File: src/rtl/bwu_pkg.sv
package bwu_pkg;

    typedef struct packed {
        logic prev_dom;
    } edge_state_t;

    typedef struct packed {
        logic        running;
        logic [31:0] count;
    } timer_state_t;

    typedef struct packed {
        logic rxd;
        logic flag;
    } out_state_t;

endpackage

File: src/rtl/bwu_edge_detect.sv
module bwu_edge_detect
    import bwu_pkg::*;
(
    input  logic clk,
    input  logic rst_n,
    input  logic standby_active,
    input  logic bus_dom,
    output logic rise
);

    edge_state_t st_d, st_q;

    // Outside standby the previous level is held dominant, so that a bus
    // which is already dominant on entry produces no edge.
    always_comb begin
        st_d          = st_q;
        st_d.prev_dom = standby_active ? bus_dom : 1'b1;
    end

    always_ff @(posedge clk or negedge rst_n) begin
        if (!rst_n) st_q <= '{prev_dom: 1'b1};
        else        st_q <= st_d;
    end

    assign rise = standby_active && bus_dom && !st_q.prev_dom;

endmodule

File: src/rtl/bwu_dom_timer.sv
module bwu_dom_timer
    import bwu_pkg::*;
#(
    parameter int unsigned T_TO_BUS = 100000,
    localparam int unsigned SAT     = T_TO_BUS + 1,
    localparam int unsigned CW      = $clog2(SAT + 1)
) (
    input  logic          clk,
    input  logic          rst_n,
    input  logic          standby_active,
    input  logic          bus_dom,
    input  logic          rise,
    output logic          running,
    output logic [CW-1:0] count
);

    timer_state_t st_d, st_q;

    always_comb begin
        st_d = st_q;
        if (!standby_active || !bus_dom) begin
            st_d.running = 1'b0;
            st_d.count   = '0;
        end else if (rise) begin
            st_d.running = 1'b1;
            st_d.count   = 32'd1;
        end else if (st_q.running && st_q.count < 32'(SAT)) begin
            st_d.count = st_q.count + 32'd1;
        end
    end

    always_ff @(posedge clk or negedge rst_n) begin
        if (!rst_n) st_q <= '{running: 1'b0, count: '0};
        else        st_q <= st_d;
    end

    assign running = st_q.running;
    assign count   = st_q.count[CW-1:0];

endmodule

File: src/rtl/bwu_rxd_gen.sv
module bwu_rxd_gen
    import bwu_pkg::*;
#(
    parameter int unsigned T_WAKE   = 200,
    parameter int unsigned T_TO_BUS = 100000,
    localparam int unsigned CW      = $clog2(T_TO_BUS + 2)
) (
    input  logic          clk,
    input  logic          rst_n,
    input  logic          standby_active,
    input  logic          running,
    input  logic [CW-1:0] count,
    output logic          rxd,
    output logic          wake_flag
);

    out_state_t st_d, st_q;
    logic       in_window;

    always_comb begin
        in_window = running
                 && (32'(count) > T_WAKE)
                 && (32'(count) <= T_TO_BUS);
        st_d      = st_q;
        st_d.rxd  = !(standby_active && in_window);
        st_d.flag = st_q.rxd && !st_d.rxd;
    end

    always_ff @(posedge clk or negedge rst_n) begin
        if (!rst_n) st_q <= '{rxd: 1'b1, flag: 1'b0};
        else        st_q <= st_d;
    end

    assign rxd       = st_q.rxd;
    assign wake_flag = st_q.flag;

endmodule

File: src/rtl/bus_wake_detector.sv
module bus_wake_detector #(
    parameter int unsigned T_WAKE   = 200,
    parameter int unsigned T_TO_BUS = 100000,
    localparam int unsigned CW      = $clog2(T_TO_BUS + 2)
) (
    input  logic clk,
    input  logic rst_n,
    input  logic standby_active,
    input  logic bus_dom,
    output logic rxd,
    output logic wake_flag
);

    logic          rise;
    logic          running;
    logic [CW-1:0] dom_cnt;

    bwu_edge_detect u_edge (
        .clk            (clk),
        .rst_n          (rst_n),
        .standby_active (standby_active),
        .bus_dom        (bus_dom),
        .rise           (rise)
    );

    bwu_dom_timer #(.T_TO_BUS(T_TO_BUS)) u_timer (
        .clk            (clk),
        .rst_n          (rst_n),
        .standby_active (standby_active),
        .bus_dom        (bus_dom),
        .rise           (rise),
        .running        (running),
        .count          (dom_cnt)
    );

    bwu_rxd_gen #(.T_WAKE(T_WAKE), .T_TO_BUS(T_TO_BUS)) u_out (
        .clk            (clk),
        .rst_n          (rst_n),
        .standby_active (standby_active),
        .running        (running),
        .count          (dom_cnt),
        .rxd            (rxd),
        .wake_flag      (wake_flag)
    );

endmodule

File: config.mk
export PLATFORM = sky130hd
export DESIGN_NAME = bus_wake_detector
export DESIGN_NICKNAME = d
export VERILOG_FILES = /design/src/rtl/bwu_pkg.sv /design/src/rtl/bwu_edge_detect.sv /design/src/rtl/bwu_dom_timer.sv /design/src/rtl/bwu_rxd_gen.sv /design/src/rtl/bus_wake_detector.sv
export SDC_FILE = /design/constraint.sdc
export NUM_CORES = 1
export LEC_CHECK = 0
export BUFFER_PORTS_ARGS = -buffer_cell sky130_fd_sc_hd__buf_2
export CAP_MARGIN = 20
export CORE_ASPECT_RATIO = 0.9
export CORE_MARGIN = 10
export CORE_UTILIZATION = 40
export DETAILED_ROUTE_END_ITERATION = 10
export SYNTH_ARGS = -nofsm -noshare
export SYNTH_HDL_FRONTEND = slang
export SYNTH_SLANG_ARGS = --single-unit
File: constraint.sdc
create_clock -name clk -period 3.25 [get_ports clk]
set_input_delay 0.975 -clock clk [delete_from_list [all_inputs] [get_ports clk]]
set_output_delay 0.975 -clock clk [all_outputs]
set_load 0.005 [all_outputs]
## Word level (Yosys, flattened, before mapping)

Cells that the tools add are included.

- Add/sub/neg operators: 1
- Magnitude comparators: 3
- Mux-type cells: 5
- Reduce and logical (&&, ||, !) cells: 14

Operators with widths:

| kind | number |
|---|---|
| two-way mux 32 bit | 2 |
| two-way mux 33 bit | 1 |
| adder 32 x 1 -> 32 bit (second input constant) | 1 |
| less-than comparator 32 x 17 -> 1 bit (second input constant) | 1 |
| > comparator 17 x 8 -> 1 bit (second input constant) | 1 |
| less-or-equal comparator 17 bit (second input constant) | 1 |
| logical AND 1 bit | 7 |
| zero test 1 bit | 4 |
| nonzero test 3 bit | 1 |
| two-way mux 1 bit | 2 |
| nonzero test 2 bit | 1 |
| logical OR 1 bit | 1 |

- Register bits after elaboration: 36
- Input bits: 4
- Output and inout port bits: 2
- Word-level logic and storage cells: 28

## Logic depth before layout (Yosys ltp)

- Depth after elaboration: 5
- Mapped depth: 7
- Mapped depth without buffers: 7

## Cells and area by module

Synthesis repeated with hierarchy kept, for this count alone.

- Cell total of the unflattened synthesis: 195
- Area, all modules: 1948.1 µm²

By module, submodules not included:

| module | times used | cells an instance | area an instance (µm²) | seq. area each (µm²) |
|---|---|---|---|---|
| bwu_dom_timer | 1 | 172 | 1720.4 | 825.8 |
| bwu_rxd_gen | 1 | 20 | 186.4 | 51.3 |
| bwu_edge_detect | 1 | 3 | 41.3 | 26.3 |

## Worst setup path after synthesis

OpenSTA, ideal clock, no wires.

- Path type: input port to flip-flop
- Start point: input bus_dom
- End point: register u_timer.st_q (netlist bit u_timer.count[10])
- Data arrival time: 1925 ps
- Required time: 3171 ps
- Setup slack: 1245 ps
- Stages: 5
- Buffers on the path: 2
- Cells stage by stage: and3_1 > clkbuf_1 > clkbuf_1 > nand2_1 > mux2i_1

- Longest elaborated chain between the ends: 4

RTL lines:

| what | line | text |
|---|---|---|
| start: declaration | bus_wake_detector.sv:9 | `input logic bus_dom,` |
| logical AND 1 bit (2 in a row) | bwu_edge_detect.sv:25 | `assign rise = standby_active && bus_dom && !st_q.prev_dom;` |
| two-way mux 32 bit | bwu_dom_timer.sv:24 | `end else if (rise) begin` |
| two-way mux 33 bit | bwu_dom_timer.sv:21 | `if (!standby_active \|\| !bus_dom) begin` |
| end signal: assignment | bwu_dom_timer.sv:33 | `if (!rst_n) st_q <= '{running: 1'b0, count: '0};` |
| end signal: assignment | bwu_dom_timer.sv:34 | `else st_q <= st_d;` |
| end: declaration | bwu_dom_timer.sv:17 | `timer_state_t st_d, st_q;` |

Parallel ways exist; a longest one is shown, timed or not.
A chain may end at the register's enable or synchronous reset.

## Worst setup path after layout

- Start point: register u_timer.st_q[21] in the netlist's numbering
- End point: register u_timer.st_q (netlist bit u_timer.count[15])

- Longest elaborated chain between the ends: 3

RTL lines:

| what | line | text |
|---|---|---|
| less-than comparator 32 x 17 -> 1 bit | bwu_dom_timer.sv:27 | `end else if (st_q.running && st_q.count < 32'(SAT)) begin` |
| logical AND 1 bit | bwu_dom_timer.sv:27 |  |
| nonzero test 3 bit (no line) | - |  |

Every way passes these cells.

==> impl_metrics.yaml <==
hold_path:
  min_path_type: "flop to flop"
  hold_depth: 1
  hold_end: "u_timer.st_q[24]"
  worstHoldStart: "u_timer.st_q[24]"
synth:
  synth_area_per_cell_sq_um: 9.965
  synth_edf_count: 0
  synth_xor_area_frac: 0
  syn_inst: 197
  synth_compound_area_frac: 0.1217
  synth_fp_nets: 204
  netlist_top_cells_area: "dfrtp_1 43%, mux2i_1 7.6%, nand2_1 5.2%, nand2b_1 4.8%, and2_1 4.1%"
  ys_async_sr_fraction: 1.000
  yosys_warnings: 0
  synth_top_area_frac: 0.4334
  synthSimpleGateAreaFrac: 0.2874
  yosysSeqAreaShare: 0.4602
  syn_area_sq_um: 1963
  synth_fa_ha_area_frac: 0.01912
  ys_types: 38
  ys_ff_latch: 36
  synth_top_family_by_area: "simple AND/OR/NAND/NOR gates"
  yosys-mux-area-fraction: 0.07648
  yosys.area.top_type: "dfrtp_1"
  synth_flop_cell: "dfrtp_1"
global_route:
  grt_start_max_net_pins: 37
  grt_overflow: 0
  grt_pass1_wl_um: 6851
  grt_pass1_vias: 1356
  antenna_found_initial: 0
  grtUsageTotal: 0.1070
layout:
  fin_area_sq_um: 2142
  fin_nets: 207
  drive_gt1_frac: 0.1493
  diodes: 0
  area_delta_synth_final_pct: 9.114
  fill_cells: 471
  final_core_util: 0.4458
place:
  hpwl_um: 2682
  place_ws_ns: 0.8444
  io_buffers: 5
  gp_congestion: 0.7780
  dpl_cell_area_sq_um: 2031
setup_path:
  ff2ff_setup_slack_ns: 0.84
  cp-end-kind: "flop"
  crit_arrival_ns: 2.62
  worstSetupStartpointType: "flop"
  r2r_cells: 4
  crit_chain: "nor3_1, nand2_1, a2111oi_2, mux2i_1"
  critical_path_class: "flop to flop"
  timing.rr.start: "u_timer.st_q[21]"
  cp_slowest_stage_delay_ns: 0.61
  reg2reg_to: "u_timer.count[15]"
  required_ns: 3.46
  critPathSlowestCell: "nand2_1"
  crit_fanout: 13
timing:
  period_needed_ns: 2.409
  period_share: 0.7412
  fin_ws_ns: 0.8410
  slew_headroom: 0.4087
  tns_ns: 0
  max_clock_freq_mhz: 415.1
  grt_setup_unrepaired: "false"
  setup_viol: 0
  worst_pin_slew_ns: 0.8870
  finClkSkew_ns: 0.009019
  hold_viol: 0
  finalMaxSlewViolations: 0
routing:
  routed_wl_um: 4022
  drt-vias-per-instance: 5.350
  vias: 1423
  routedWlPerCell_um: 15.12
  first_pass_iters: 4
  postRouteAntennaNets: 0
  drc: 0
  drtIter0Drc: 116
clock_tree:
  post_cts_buffers: 0
  cts-htree-levels: 2
  cts_sinks: 36
  clockRootBuffer: "clkbuf_8"
  path_clk_slew_ns: 0.08
  hold_buffers: 0
  clk_latency_ns: 0.29
  clock_path_buffers: 2
  tritoncts: "done"
  cts_buffers: 5
  ctsResizeCount: 0
floorplan:
  ioPinCount: 6
  rows: 24
  die_w_um: 93.85
  core_area_sq_um: 4805
  dieArea_sq_um: 8114
  initial_utilization: 0.4086
  die_h_um: 86.46
power:
  finalPower_w: 0.0008864
  p_per_area_nw_per_um2: 413.8
  p_leak_nw: 0.8269
  ir_worst_vdd_mv: 0.2671
job:
  drv_cap: 0
status:
  status: "finished clean"
==> critical path, delay by kind of cell (launching register included) <==
family / cells / cell delay (ns)
compound gates: 1 / 0.53
flops: 1 / 0.38
mux: 1 / 0.23
simple gates: 2 / 1.19
==> flip-flops by register name, summed over array words and instances (netlist names) <==
signal	flops
u_timer.st_q	15
u_timer.running	1
u_out.wake_flag	1
u_timer.count	17
u_edge.st_q	1
u_out.rxd	1
==> where the power goes <==
part | leakage (nW) | internal, W | switching [W]
Combinational | 0.277 | 0.00000880 | 0.0000283
Sequential | 0.496 | 0.000450 | 0.00000156
Clock | 0.0541 | 0.000227 | 0.000171
Total | 0.827 | 0.000686 | 0.000201
==> layout by cell type (no fill, tap or decap), drive strengths merged, types with 2 or more instances in the layout <==
master and instances:
nand2b 15, and3 3, nor3 4, a21oi 8, mux2i 15, nor4 4
ha 3, and4 2, a211oi 6, clkbuf 5, inv 6, nand2 27
nor3b 5, nand4 8, nand3 9, o21ai 3, a2111oi 4, and2 14
nor2 5, or4 3, dfrtp 34, buf 6, dfstp 2
==> synthesized netlist by cell type, types with 2 or more instances <==
| cell type | count |
|---|---|
| ha_1 | 3 |
| nand4_1 | 8 |
| nor2_1 | 5 |
| dfrtp_1 | 34 |
| inv_1 | 6 |
| or4_1 | 2 |
| and2_1 | 13 |
| clkbuf_1 | 7 |
| nand2_1 | 27 |
| a21oi_1 | 7 |
| dfstp_2 | 2 |
| and4_1 | 2 |
| a2111oi_2 | 4 |
| nand2b_1 | 15 |
| nor4_1 | 4 |
| and3_1 | 3 |
| nor3b_1 | 5 |
| mux2i_1 | 15 |
| nand3_1 | 9 |
| a211oi_2 | 5 |
| nor3_1 | 4 |
==> routing by layer <==
layer / global-route usage / vias to the layer above / wire [um] / part of all wire
li1: - / 706 / - / -
met1: 0.1546 / 696 / 2108 / 0.52
met2: 0.1469 / 19 / 1726 / 0.43
met3: 0.02939 / 2 / 154 / 0.038
met4: 0.03862 / 0 / 32 / 0.0080
met5: 0 / - / 0 / 0
==> final cells by class <==
cell class / instances / area, sq um / area share
Sequential cell: 36 / 903.4 / 0.4217
Tap cell: 65 / 81.33 / 0.03797
Clock inverter: 3 / 42.54 / 0.01986
Clock buffer: 5 / 68.82 / 0.03213
Timing Repair Buffer: 6 / 32.53 / 0.01519
Multi-Input combinational cell: 145 / 991.0 / 0.4626
Inverter: 6 / 22.52 / 0.01051
==> stage by stage <==
stage | hold slack (ns) | instances
after floorplan | 0.4539 | 197
after global placement | 0.4699 | 258
after detailed placement | 0.4712 | 258
after CTS | 0.4941 | 266
after global routing | 0.5100 | 266
final | 0.4870 | 266
==> kinds of logic (layout without fill, tap and decap cells) <==
group                    Yosys count  in the layout
multiplexers                      15             15
flip-flops                        36             36
AO/OA/AOI/OAI                     25             25
AND/OR/NAND/NOR                  102            102
adder cells (fa/ha/maj)            3              3
buffers and inverters             16             20
==> how the worst max path moves through the flow <==
stage                     startpoint           endpoint  slack [ns]  cells past startpoint
finish              u_timer.st_q[21]  u_timer.count[15]        0.84                      4
CTS                 u_timer.st_q[21]  u_timer.count[15]        0.81                      4
global placement    u_timer.st_q[25]  u_timer.count[15]        0.83                      5
floorplan                    bus_dom  u_timer.count[10]        1.25                      5
global route        u_timer.st_q[20]  u_timer.count[13]        0.60                      5
detailed placement  u_timer.st_q[21]  u_timer.count[15]        0.84                      4
(Power assumes the default switching activity.)
